==> src/rtl/regsat_pkg.sv <==
package regsat_pkg;

    typedef enum logic [1:0] {
        ST_IDLE   = 2'd0,
        ST_TIMING = 2'd1,
        ST_ALARM  = 2'd2
    } mon_state_t;

endpackage

==> src/rtl/regsat_band.sv <==
module regsat_band #(
    parameter int DATA_W = 12,
    parameter int MARGIN = 41
) (
    input  logic [DATA_W-1:0] value_i,
    input  logic [DATA_W-1:0] lo_lim_i,
    input  logic [DATA_W-1:0] hi_lim_i,
    input  logic              mode_pct_i,
    output logic              near_o
);
    localparam longint FULL_SCALE = (longint'(1) << DATA_W) - 1;
    localparam logic [DATA_W-1:0] PCT_LO = DATA_W'((FULL_SCALE * 2) / 100);
    localparam logic [DATA_W-1:0] PCT_HI = DATA_W'((FULL_SCALE * 98) / 100);
    localparam logic [DATA_W:0]   MARG_W = (DATA_W+1)'(MARGIN);

    logic [DATA_W:0] val_w;
    logic [DATA_W:0] lo_thr;
    logic [DATA_W:0] hi_thr;
    logic            near_abs;
    logic            near_pct;

    always_comb begin
        val_w  = {1'b0, value_i};
        lo_thr = {1'b0, lo_lim_i} + MARG_W;
        if ({1'b0, hi_lim_i} >= MARG_W) begin
            hi_thr = {1'b0, hi_lim_i} - MARG_W;
        end else begin
            hi_thr = '0;
        end
        near_abs = (val_w <= lo_thr) || (val_w >= hi_thr);
        near_pct = (value_i < PCT_LO) || (value_i > PCT_HI);
        near_o   = mode_pct_i ? near_pct : near_abs;
    end

endmodule

==> src/rtl/regsat_dwell.sv <==
module regsat_dwell #(
    parameter int DWELL_TICKS = 250_000_000
) (
    input  logic clk,
    input  logic rst_n,
    input  logic count_en_i,
    output logic expired_o
);
    localparam int CNT_W = $clog2(DWELL_TICKS + 1);
    localparam logic [CNT_W-1:0] LIMIT = CNT_W'(DWELL_TICKS);

    logic [CNT_W-1:0] cnt_q;

    always_ff @(posedge clk or negedge rst_n) begin
        if (!rst_n) begin
            cnt_q <= '0;
        end else if (!count_en_i) begin
            cnt_q <= '0;
        end else if (cnt_q != LIMIT) begin
            cnt_q <= cnt_q + 1'b1;
        end
    end

    assign expired_o = (cnt_q == LIMIT);

    // a cycle without counting leaves the timer not expired
    a_r5_restart: assert property (@(posedge clk) disable iff (!rst_n)
        !count_en_i |=> !expired_o);

endmodule

==> src/rtl/regsat_fsm.sv <==
module regsat_fsm
    import regsat_pkg::*;
(
    input  logic clk,
    input  logic rst_n,
    input  logic near_i,
    input  logic inhibit_i,
    input  logic ack_i,
    input  logic expired_i,
    output logic count_en_o,
    output logic warn_o,
    output logic warn_evt_o
);
    mon_state_t state_q;
    mon_state_t state_d;
    logic       go_alarm;

    always_comb begin
        state_d  = state_q;
        go_alarm = 1'b0;
        if (inhibit_i) begin
            state_d = ST_IDLE;
        end else begin
            unique case (state_q)
                ST_IDLE: begin
                    if (near_i) state_d = ST_TIMING;
                end
                ST_TIMING: begin
                    if (!near_i) begin
                        state_d = ST_IDLE;
                    end else if (expired_i) begin
                        state_d  = ST_ALARM;
                        go_alarm = 1'b1;
                    end
                end
                ST_ALARM: begin
                    if (ack_i && !near_i) state_d = ST_IDLE;
                end
                default: state_d = ST_IDLE;
            endcase
        end
    end

    always_ff @(posedge clk or negedge rst_n) begin
        if (!rst_n) begin
            state_q <= ST_IDLE;
        end else begin
            state_q <= state_d;
        end
    end

    always_ff @(posedge clk or negedge rst_n) begin
        if (!rst_n) begin
            warn_o     <= 1'b0;
            warn_evt_o <= 1'b0;
        end else begin
            warn_o     <= (state_d == ST_ALARM);
            warn_evt_o <= go_alarm;
        end
    end

    assign count_en_o = near_i && !inhibit_i && (state_q != ST_ALARM);

    // latched alarm holds without an acknowledge
    a_r7_hold: assert property (@(posedge clk) disable iff (!rst_n)
        (state_q == ST_ALARM && !ack_i && !inhibit_i) |=> (state_q == ST_ALARM));

    // acknowledge ignored while value still near
    a_r7_ack_near: assert property (@(posedge clk) disable iff (!rst_n)
        (state_q == ST_ALARM && ack_i && near_i && !inhibit_i) |=> warn_o);

endmodule

==> src/rtl/regsat_monitor.sv <==
module regsat_monitor #(
    parameter int DATA_W      = 12,
    parameter int MARGIN      = 41,
    parameter int DWELL_TICKS = 250_000_000
) (
    input  logic              clk,
    input  logic              rst_n,
    input  logic [DATA_W-1:0] value_i,
    input  logic [DATA_W-1:0] lo_lim_i,
    input  logic [DATA_W-1:0] hi_lim_i,
    input  logic              mode_pct_i,
    input  logic              inhibit_i,
    input  logic              ack_i,
    output logic              warn_o,
    output logic              warn_evt_o
);
    logic near;
    logic count_en;
    logic expired;

    regsat_band #(
        .DATA_W (DATA_W),
        .MARGIN (MARGIN)
    ) u_band (
        .value_i    (value_i),
        .lo_lim_i   (lo_lim_i),
        .hi_lim_i   (hi_lim_i),
        .mode_pct_i (mode_pct_i),
        .near_o     (near)
    );

    regsat_dwell #(
        .DWELL_TICKS (DWELL_TICKS)
    ) u_dwell (
        .clk        (clk),
        .rst_n      (rst_n),
        .count_en_i (count_en),
        .expired_o  (expired)
    );

    regsat_fsm u_fsm (
        .clk        (clk),
        .rst_n      (rst_n),
        .near_i     (near),
        .inhibit_i  (inhibit_i),
        .ack_i      (ack_i),
        .expired_i  (expired),
        .count_en_o (count_en),
        .warn_o     (warn_o),
        .warn_evt_o (warn_evt_o)
    );

    // event marks exactly the first warning cycle
    a_r6_evt_on_rise: assert property (@(posedge clk) disable iff (!rst_n)
        $rose(warn_o) |-> warn_evt_o);
    a_r6_evt_only_rise: assert property (@(posedge clk) disable iff (!rst_n)
        warn_evt_o |-> $rose(warn_o));

    // inhibit clears the warning at the next edge
    a_r8_inhibit: assert property (@(posedge clk) disable iff (!rst_n)
        inhibit_i |=> !warn_o);

    // warning can only rise after a near sample
    a_r4_rise_near: assert property (@(posedge clk) disable iff (!rst_n)
        $rose(warn_o) |-> $past(near));

endmodule

==> config.mk <==
export PLATFORM = sky130hd
export DESIGN_NAME = regsat_monitor
export DESIGN_NICKNAME = d
export VERILOG_FILES = /design/src/rtl/regsat_pkg.sv /design/src/rtl/regsat_band.sv /design/src/rtl/regsat_dwell.sv /design/src/rtl/regsat_fsm.sv /design/src/rtl/regsat_monitor.sv
export SDC_FILE = /design/constraint.sdc
export NUM_CORES = 1
export LEC_CHECK = 0
export BUFFER_PORTS_ARGS = -buffer_cell sky130_fd_sc_hd__clkbuf_2
export CAP_MARGIN = 5
export CORE_ASPECT_RATIO = 0.7
export CORE_UTILIZATION = 45
export DETAILED_ROUTE_END_ITERATION = 7
export HOLD_SLACK_MARGIN = 0.12
export PLACE_DENSITY = 0.66
export REMOVE_ABC_BUFFERS = 1
export SLEW_MARGIN = 15
export SYNTH_ARGS = -nofsm -noshare
export SYNTH_HDL_FRONTEND = slang
export SYNTH_SLANG_ARGS = --single-unit
==> constraint.sdc <==
create_clock -name clk -period 2.75 [get_ports clk]
set_clock_uncertainty 0.2 [all_clocks]
set_input_delay 0.275 -clock clk [delete_from_list [all_inputs] [get_ports clk]]
set_output_delay 0.275 -clock clk [all_outputs]
set_load 0.005 [all_outputs]
* After elaboration in Yosys (flattened, before gate mapping)
Index checks and enable logic that the tools add are counted.
Storage, ports and cells: flip-flop bits (word level) 32, latch bits 0, memory bits (writable) 0, memory bits (read-only) 0, input bits 41, word-level logic and storage cells 41, memories 0
Cells by class: $add $sub $neg 3, $mul 0, divide/modulo/power cells 0, magnitude comparators 5, equality and inequality tests 7, shift-type cells 0, multiplexer cells 14, bitwise gates (word level) 0, reductions and logical operators 8
Operator list (count):
- two-way mux 28 bit | 2
- adder 28 x 1 -> 28 bit (second input constant) | 1
- equality test 28 bit (second input constant) | 1
- != test 28 bit (second input constant) | 1
- adder 12 x 6 -> 13 bit (second input constant) | 1
- greater-or-equal comparator 12 x 13 -> 1 bit | 1
- <= comparator 12 x 13 -> 1 bit | 1
- two-way mux 13 bit | 1
- subtractor 12 x 6 -> 13 bit (second input constant) | 1
- greater-or-equal comparator 12 x 6 -> 1 bit (second input constant) | 1
- > comparator 12 bit (second input constant) | 1
- < comparator 12 x 7 -> 1 bit (second input constant) | 1
- two-way mux 2 bit | 5
- one-hot mux 2 bit (3 select lines) | 1
- two-way mux 1 bit | 5
- equality test 2 bit (second input constant) | 2
- != test 2 bit (second input constant) | 2
- logical AND 1 bit | 3
- equality test 2 x 1 -> 1 bit (second input constant) | 1
- logical NOT 1 bit | 2
- logical NOT 2 bit | 1
- logical OR 1 bit | 2

* Depth between registers and ports, before layout
Gate-level depths: netlist (run 1).
depth after elaboration 11, depth in mapped cells 15, mapped depth without buffers 14

* Cells and area by module
A second synthesis (run 1) with hierarchy kept.
Unflattened totals: cells, all modules 330, area total of the unflattened synthesis 2787.7 µm²
Modules (own cells, without submodules):
- regsat_dwell | instances 1, cells an instance 167, area each 1555.2 µm²
- regsat_band | instances 1, cells an instance 148, area each 1066.0 µm²
- regsat_fsm | instances 1, cells an instance 15, area each 166.4 µm²

* Worst setup path after synthesis (run 1)
No wires, ideal clock.
kind input port to flip-flop, start point input port hi_lim_i[1], end point register u_fsm.state_q[1], setup time 0.095 ns, data arrival time 2.863 ns, required time 2.455 ns, path slack -0.408 ns, stages on the path 13, buffers on the path 1, cell sequence inv_1 -> ha_1 -> nor4b_1 -> nand4b_1 -> and2_1 -> nor2b_1 -> or3_1 -> ha_1 -> o2111ai_1 -> o311a_1 -> o311a_1 -> buf_2 -> o31ai_1
On the way: cells in the longest elaborated chain, start to end 10, elaborated cells on any way between the ends 13, those cells by class add/sub (1); order compare (2); mux (7); reduce/logical (3)
Ends and longest elaborated chain:
- from (decl) | line regsat_monitor.sv:10 | input logic [DATA_W-1:0] hi_lim_i,
- subtractor 12 x 6 -> 13 bit or greater-or-equal comparator 12 x 6 -> 1 bit (tied branches) | line regsat_band.sv:26, regsat_band.sv:25
- two-way mux 13 bit * | line regsat_band.sv:25 | if ({1'b0, hi_lim_i} >= MARG_W) begin
- greater-or-equal comparator 12 x 13 -> 1 bit * | line regsat_band.sv:30 | near_abs = (val_w <= lo_thr) || (val_w >= hi_thr);
- logical OR 1 bit * | line regsat_band.sv:30
- two-way mux 1 bit * | line regsat_band.sv:32 | near_o = mode_pct_i ? near_pct : near_abs;
- logical NOT 1 bit | line regsat_fsm.sv:37 | if (ack_i && !near_i) state_d = ST_IDLE;
- logical AND 1 bit | line regsat_fsm.sv:37
- two-way mux 2 bit | line regsat_fsm.sv:37
- one-hot mux 2 bit (3 select lines) * | line regsat_fsm.sv:24 | unique case (state_q)
- two-way mux 2 bit * | line regsat_fsm.sv:21 | if (inhibit_i) begin
- net u_fsm.state_d[1] | line regsat_fsm.sv:15 | mon_state_t state_d;
- to (signal assigned) | line regsat_fsm.sv:48 | state_q <= state_d;
- to (decl) | line regsat_fsm.sv:14 | mon_state_t state_q;
Mark *: on every way through the listed nets, which the timed path passes. The rest lies on a longest branch. A chain may end at the register's enable or synchronous reset.

* Worst setup path in the final report (run 1)
start point input port hi_lim_i[1], end point register u_dwell.cnt_q[1]
On the way: cells in the longest elaborated chain, start to end 8, elaborated cells on any way between the ends 10, those cells by class add/sub (1); order compare (2); eq/ne (1); mux (3); reduce/logical (3)
Ends and longest elaborated chain:
- subtractor 12 x 6 -> 13 bit or greater-or-equal comparator 12 x 6 -> 1 bit (tied branches) | line regsat_band.sv:26, regsat_band.sv:25
- two-way mux 13 bit * | line regsat_band.sv:25
- greater-or-equal comparator 12 x 13 -> 1 bit * | line regsat_band.sv:30
- logical OR 1 bit * | line regsat_band.sv:30
- two-way mux 1 bit * | line regsat_band.sv:32
- logical AND 1 bit * (2 in a row) | line regsat_fsm.sv:62 | assign count_en_o = near_i && !inhibit_i && (state_q != ST_ALARM);
- != test 2 bit (no source line) or two-way mux 28 bit (tied branches)
- to (signal assigned) | line regsat_dwell.sv:20 | cnt_q <= cnt_q + 1'b1;
- to (decl) | line regsat_dwell.sv:12 | logic [CNT_W-1:0] cnt_q;
Every way passes the cells marked *; elsewhere a longest branch is shown, timed or not.

==> results of run 1 <==
## synthesized netlist by cell type (2+ instances only)
| library cell | number |
|---|---|
| nor3_1 | 17 |
| nand2_1 | 20 |
| o31ai_1 | 3 |
| buf_2 | 3 |
| o311a_1 | 2 |
| nand4_1 | 8 |
| nor3b_1 | 3 |
| nand3b_1 | 2 |
| nand2b_1 | 7 |
| nor2b_1 | 5 |
| dfrtp_1 | 32 |
| a21oi_1 | 11 |
| o21a_1 | 3 |
| o21ai_0 | 6 |
| xnor2_1 | 16 |
| a211oi_1 | 3 |
| inv_1 | 15 |
| xor2_1 | 24 |
| nor4_1 | 3 |
| a31oi_1 | 2 |
| or4_4 | 2 |
| and2_1 | 2 |
| nor2_1 | 13 |
| or3_1 | 3 |
| a2111oi_0 | 2 |
| and3_1 | 9 |
| nand3_1 | 17 |
| ha_1 | 29 |
| nor4b_1 | 4 |
| nor3_2 | 21 |
| buf_6 | 4 |
## per-stage QoR
stage               instances  TNS [ns]  hold WS (ns)  utilization
finish                    481    -12.05         0.214        0.690
detailed placement        463    -27.67         0.198        0.581
global route              481    -14.84         0.225        0.690
CTS                       477     -9.59         0.127        0.646
global placement          463    -21.43         0.198        0.581
floorplan                 302    -26.58        -0.221            -
## critical path, stage by stage
cell and delay [ns]:
buf_8 0.11, o31a_1 0.34, o21ai_2 0.19, nand2_2 0.11, buf_6 0.14, nor2b_4 0.11
buf_6 0.09, buf_4 0.09, nor2_1 0.03, ha_1 0.27, nand2b_4 0.13, a211oi_4 0.07
o311a_1 0.35, o311a_4 0.41, buf_12 0.16, clkbuf_16 0.15, nor3_2 0.15
## sequential cells by signal, indices dropped and copies added (netlist names)
signal            cells
u_dwell.cnt_q        28
u_fsm.state_q         2
u_fsm.warn_evt_o      1
u_fsm.warn_o          1
## what timing repair did
item                                   CTS  global route
gates resized for setup                 41            40
setup buffers                            3             2
setup endpoints to repair               32            32
pin swaps                               14            39
cloned                                   2             2
hold buffers                             1             0
endpoints found under the hold margin   32             0
## how the worst min path moves through the flow
stage | startpoint | end | slack [ns]
3_3_place_gp | rst_n | u_dwell.cnt_q[11]$_DFFE_PN0P_ | 0.20
3_5_place_dp | rst_n | u_dwell.cnt_q[11]$_DFFE_PN0P_ | 0.20
4_1_cts | ack_i | u_fsm.state_q[1]$_DFF_PN0_ | 0.13
5_1_grt | ack_i | u_fsm.state_q[1]$_DFF_PN0_ | 0.22
2_1_floorplan | rst_n | u_dwell.cnt_q[0]$_DFFE_PN0P_ | -0.22
6_report | ack_i | u_fsm.state_q[1]$_DFF_PN0_ | 0.21
## power by group
part	leakage [nW]	switching, mW	internal (mW)	total (mW)
combinational	1.26	0.229	0.216	0.445
clock	0.0455	0.171	0.204	0.375
sequential	0.445	0.00529	0.475	0.480
total	1.75	0.405	0.895	1.30
## layer usage
| layer | wire length, µm | vias to the layer above | global-route usage |
|---|---|---|---|
| met2 | 3490 | 104 | 0.345 |
| met4 | 86 | 0 | 0.0410 |
| li1 | - | 1323 | - |
| met5 | 0 | - | 0 |
| met3 | 502 | 16 | 0.0388 |
| met1 | 4090 | 1284 | 0.376 |
## placed cells by master (no fill, tap or decap), types with 3 or more instances in the layout
cell / netlist / final
xor2_1: 24 / 24
dfrtp_1: 32 / 32
nor4b_1: 4 / 3
inv_1: 15 / 14
buf_4: 0 / 43
nor3_1: 17 / 9
nor4_1: 3 / 3
nor3_2: 21 / 16
xnor2_1: 16 / 16
nand2_1: 20 / 19
and3_1: 9 / 9
buf_6: 4 / 5
ha_1: 29 / 26
nor3_4: 0 / 13
buf_12: 0 / 3
nand3_1: 17 / 16
nor2_1: 13 / 13
clkbuf_8: 0 / 6
o21ai_0: 6 / 4
a21oi_1: 11 / 8
clkbuf_2: 0 / 39
a21oi_2: 0 / 3
nand4_1: 8 / 8
nand2b_1: 7 / 6
## logic make-up after synthesis
kind of cell	after synthesis	synth area share
buffers and inverters	22	0.0412
XOR/XNOR	40	0.124
AO/OA/AOI/OAI	41	0.0980
AND/OR/NAND/NOR	145	0.324
adder cells (fa/ha/maj)	29	0.129
flip-flops	32	0.284
## final cells by class
| cell class | instances | area [µm²] |
|---|---|---|
| Clock buffer | 8 | 90.1 |
| Fill cell | 460 | 1820 |
| Inverter | 15 | 61.3 |
| Multi-Input combinational cell | 255 | 2240 |
| Sequential cell | 32 | 801 |
| Tap cell | 75 | 93.8 |
| Timing Repair Buffer | 96 | 764 |
==> reports/qor.txt, run 1 <==
Outcome -> finished with violations
Failing checks -> negative setup slack
Worst Tran Pin Value -> 0.802 ns
LEAKAGE -> 1.75 nW
Hold path depth -> 4
FFs w/ async S/R, synth -> 1.00
Setup violations, final -> 32
Fin crit period -> 3.18 ns
Worst Hold Class -> primary input to register
Sequential share of the synthesized area -> 0.284
GRT Util Overall -> 0.240
CP max FO -> 4
Worst setup path class -> primary input to register
Routability congestion estimate -> 0.842
Max Slew Vio Count -> 0
Syn Area/Cell -> 9.13 µm²
Setup WS pre-CTS -> -1.00 ns
Nets -> 475
Die ar. -> 0.00660 mm²
Share of the synthesized area in the top cell type -> 0.284
Detailed Route Iter0 Violations -> 227
Detailed Routing Iterations Pass 1 -> 5
Total power -> 1.30 mW
Global-route wire length before repair -> 12400 µm
Final Cycle Share -> 1.16
Crit path from -> hi_lim_i[1]
Ys Warns -> 0
Buffers on Ports -> 42
Largest net degree at the start of global routing -> 33
Clock buffer depth -> 2
Vias per inst -> 5.67
Worst path arrival time -> 3.18 ns
Hold Vio Cnt, Final -> 0
Die W -> 96.7 µm
Std cell rows -> 23
Power per cell area -> 321 mW/mm²
Root buf cell -> clkbuf_8
DRC violations left -> 0
RSZ-0062 raised after global routing -> yes
EDFF count, synth -> 0
Worst-Skew Late Latency -> 0.29 ns
Inserted Diodes -> 0
R2r endpoint -> u_fsm.warn_o$_DFF_PN0_
Dominant synthesized flop cell -> dfrtp_1
Critical path launch point type -> primary input
TritonCTS Buffers -> 5
CTS tree -> built
Area leader, netlist -> dfrtp_1
Top post-synthesis cells by area -> dfrtp_1, ha_1, nor3_2
Data required, critical path -> 2.75 ns
Synth-to-layout area growth -> 43.4%
Vias in the first global route -> 2471
Share of cells above drive strength 1 -> 0.414
Final instance area -> 0.00405 mm²
Aggregate global routing overflow -> 0
H-tree lvl count -> 2
Synth cell types -> 49
FF-to-FF setup slack -> 0.37 ns
Ports -> 43
Final antenna-violating net count -> 0
RR Startpoint -> u_dwell.cnt_q[0]$_DFFE_PN0P_
CP Capture Point -> u_dwell.cnt_q[1]$_DFFE_PN0P_
Core area -> 0.00587 mm²
# clock sinks -> 32
Via count -> 2727
Die height -> 68.3 µm
Slew Limit Headroom -> 0.465
Max VDD drop -> 0.261 mV
Wirelength, routed -> 8160 µm
Initial antenna violation count -> 0
Reg2Reg Depth -> 8
Cell count after synthesis -> 309
F_max -> 315 MHz
Initial Util -> 0.481
Post-DP HPWL -> 5520 µm
Clk slew on worst S/H paths -> 0.06 ns
Fin worst setup slack -> -0.429 ns
Detailed-route wire length per cell -> 17.0 µm
Max-cap violations -> 0
Synthesized area -> 0.00282 mm²
Placed Area -> 0.00341 mm²
Synthesized flop and latch total -> 32
Capturing element type of the critical path -> register
Power figures use the tool's default switching activity.
==> run 2: changes to the inputs <==
Settings changed: PLACE_DENSITY 0.66 to 0.75.
==> run 2 against run 1 <==
Compared with the run above:
- the run still ends with negative setup slack left
- utilization shrank 2.0 points
- power grew 3.3%
- setup slack lost 0.040 ns
- wire length grew 5.3%
- critical path type unchanged
- highest routed layer unchanged
==> reports/qor.txt, run 2 (same netlist as run 1, synthesis figures left out) <==
Initial antenna violation count -> 0
TritonCTS Buffers -> 5
# clock sinks -> 32
Final core utilization -> 0.670
Data required, critical path -> 2.75 ns
Synth-to-layout area growth -> 39.3%
Ports -> 43
Detailed Route Iter0 Violations -> 192
Hold path startpoint -> inhibit_i
Failing checks -> negative setup slack
RSZ-0062 raised after global routing -> yes
Hold Vio Cnt, Final -> 0
Fin worst setup slack -> -0.469 ns
Final antenna-violating net count -> 0
Core area -> 0.00587 mm²
Largest net degree at the start of global routing -> 33
Routability congestion estimate -> 0.873
Final Cycle Share -> 1.17
Root buf cell -> clkbuf_8
Clk slew on worst S/H paths -> 0.08 ns
Global-route wire length before repair -> 12900 µm
Capturing element type of the critical path -> register
Setup Total Neg Slack -> -13.17 ns
Power per cell area -> 342 mW/mm²
Dpl cells -> 461
Largest registers -> u_dwell.cnt_q: 28 flops, u_fsm.state_q: 2 flops
Worst Hold Class -> primary input to register
Worst setup path class -> primary input to register
Vias per inst -> 5.91
Max-cap violations -> 0
Via count -> 2831
Max VDD drop -> 0.208 mV
Vias in the first global route -> 2630
LEAKAGE -> 1.72 nW
Critical path launch point type -> primary input
Clock buffer depth -> 2
Wirelength, routed -> 8590 µm
Reg2Reg Depth -> 8
GRT Util Overall -> 0.248
CP bufs+invs -> 3
F_max -> 311 MHz
Aggregate global routing overflow -> 0
Max Slew Vio Count -> 0
Die ar. -> 0.00660 mm²
CP max FO -> 8
Nets -> 473
Detailed-route wire length per cell -> 17.9 µm
Finished Layout Cells -> 479
H-tree lvl count -> 2
Worst path depth -> 14
Initial Util -> 0.481
Hold path depth -> 3
Worst path arrival time -> 3.22 ns
Slew Limit Headroom -> 0.450
Post-DP HPWL -> 5740 µm
Die W -> 96.7 µm
Die height -> 68.3 µm
Worst Tran Pin Value -> 0.824 ns
Inserted Diodes -> 0
CP Cell Sequence -> buf_8, inv_6, ha_4, nor4b_4, nand4b_1, and2_4, nor2b_4, or3_1, ha_1, o2111ai_1, o311a_1, o311a_4, clkbuf_16, nor3_2
Worst-Skew Late Latency -> 0.29 ns
Max reg flops -> 28
CTS tree -> built
DRC violations left -> 0
Fin crit period -> 3.22 ns
Outcome -> finished with violations
CP max stage delay -> 0.44 ns
Crit path from -> hi_lim_i[1]
Leading cell types in the layout, fill and taps excluded -> buf_4, clkbuf_2, dfrtp_1, ha_1, xor2_1
Setup violations, final -> 32
Share of cells above drive strength 1 -> 0.401
RR Startpoint -> u_dwell.cnt_q[1]$_DFFE_PN0P_
Detailed Routing Iterations Pass 1 -> 4
Buffers on Ports -> 42
Critical path's top delay family -> simple AND/OR/NAND/NOR gates
Std cell rows -> 23
Worst-path cell with the longest stage delay -> o311a_4
Commonest non-fill, non-tap cell in the layout -> buf_4
Largest register by flop count -> u_dwell.cnt_q
==> run 2: stage by stage <==
step	area (µm²)	total power, mW	hold slack, ns	setup slack (ns)
CTS	3710	1.29	0.162	-0.332
floorplan	2760	0.645	-0.221	-0.899
global placement	3390	0.786	0.192	-0.728
detailed placement	3390	0.799	0.203	-0.935
finish	3930	1.34	0.242	-0.469
global route	3930	1.40	0.237	-0.507
==> run 2: worst paths after layout <==
path	to	slack, ns
setup reg to reg	u_fsm.state_q[1]$_DFF_PN0_	0.34
max in group asynchronous	u_dwell.cnt_q[10]$_DFFE_PN0P_	1.41
min in group asynchronous	u_dwell.cnt_q[5]$_DFFE_PN0P_	0.42
hold reg to reg	u_fsm.state_q[0]$_DFF_PN0_	0.33
hold / removal	u_fsm.state_q[0]$_DFF_PN0_	0.24
setup / recovery	u_dwell.cnt_q[10]$_DFFE_PN0P_	-0.47
==> run 2: layout make-up <==
| class | count | area (µm²) |
|---|---|---|
| clock buffers | 6 | 72.6 |
| clock inverters | 2 | 35.0 |
| fillers | 451 | 1940 |
| inverters | 15 | 61.3 |
| multi-input cells | 255 | 2180 |
| flip-flops and latches | 32 | 801 |
| well taps | 75 | 93.8 |
| repair buffers | 94 | 691 |
==> run 2: what timing repair did <==
| action | CTS | global route |
|---|---|---|
| cloned | 2 | 1 |
| endpoints found under the setup margin | 32 | 32 |
| pin swaps | 3 | 31 |
| resized for setup | 25 | 35 |
| hold buffers | 3 | 0 |
| buffers inserted | 0 | 4 |
| endpoints found under the hold margin | 34 | 0 |
==> run 2: power by group <==
group | internal [mW] | switching [mW]
Clock | 0.269 | 0.182
Combinational | 0.193 | 0.219
Sequential | 0.474 | 0.00613
Total | 0.936 | 0.408
==> run 2: layer usage <==
| metal | vias to the layer above | GRT usage | wire (µm) |
|---|---|---|---|
| li1 | 1321 | - | - |
| met1 | 1380 | 0.344 | 4020 |
| met2 | 110 | 0.405 | 3850 |
| met3 | 20 | 0.0429 | 528 |
| met4 | 0 | 0.0634 | 189 |
| met5 | - | 0 | 0 |
==> run 2: worst reg2reg max path, stage by stage (launching register included) <==
cell and delay (ns):
dfrtp_1 0.43, inv_1 0.11, ha_1 0.14, nor4b_1 0.29
and3_1 0.23, nand4_1 0.18, nor3b_1 0.33, nor2_1 0.16
o31ai_4 0.26
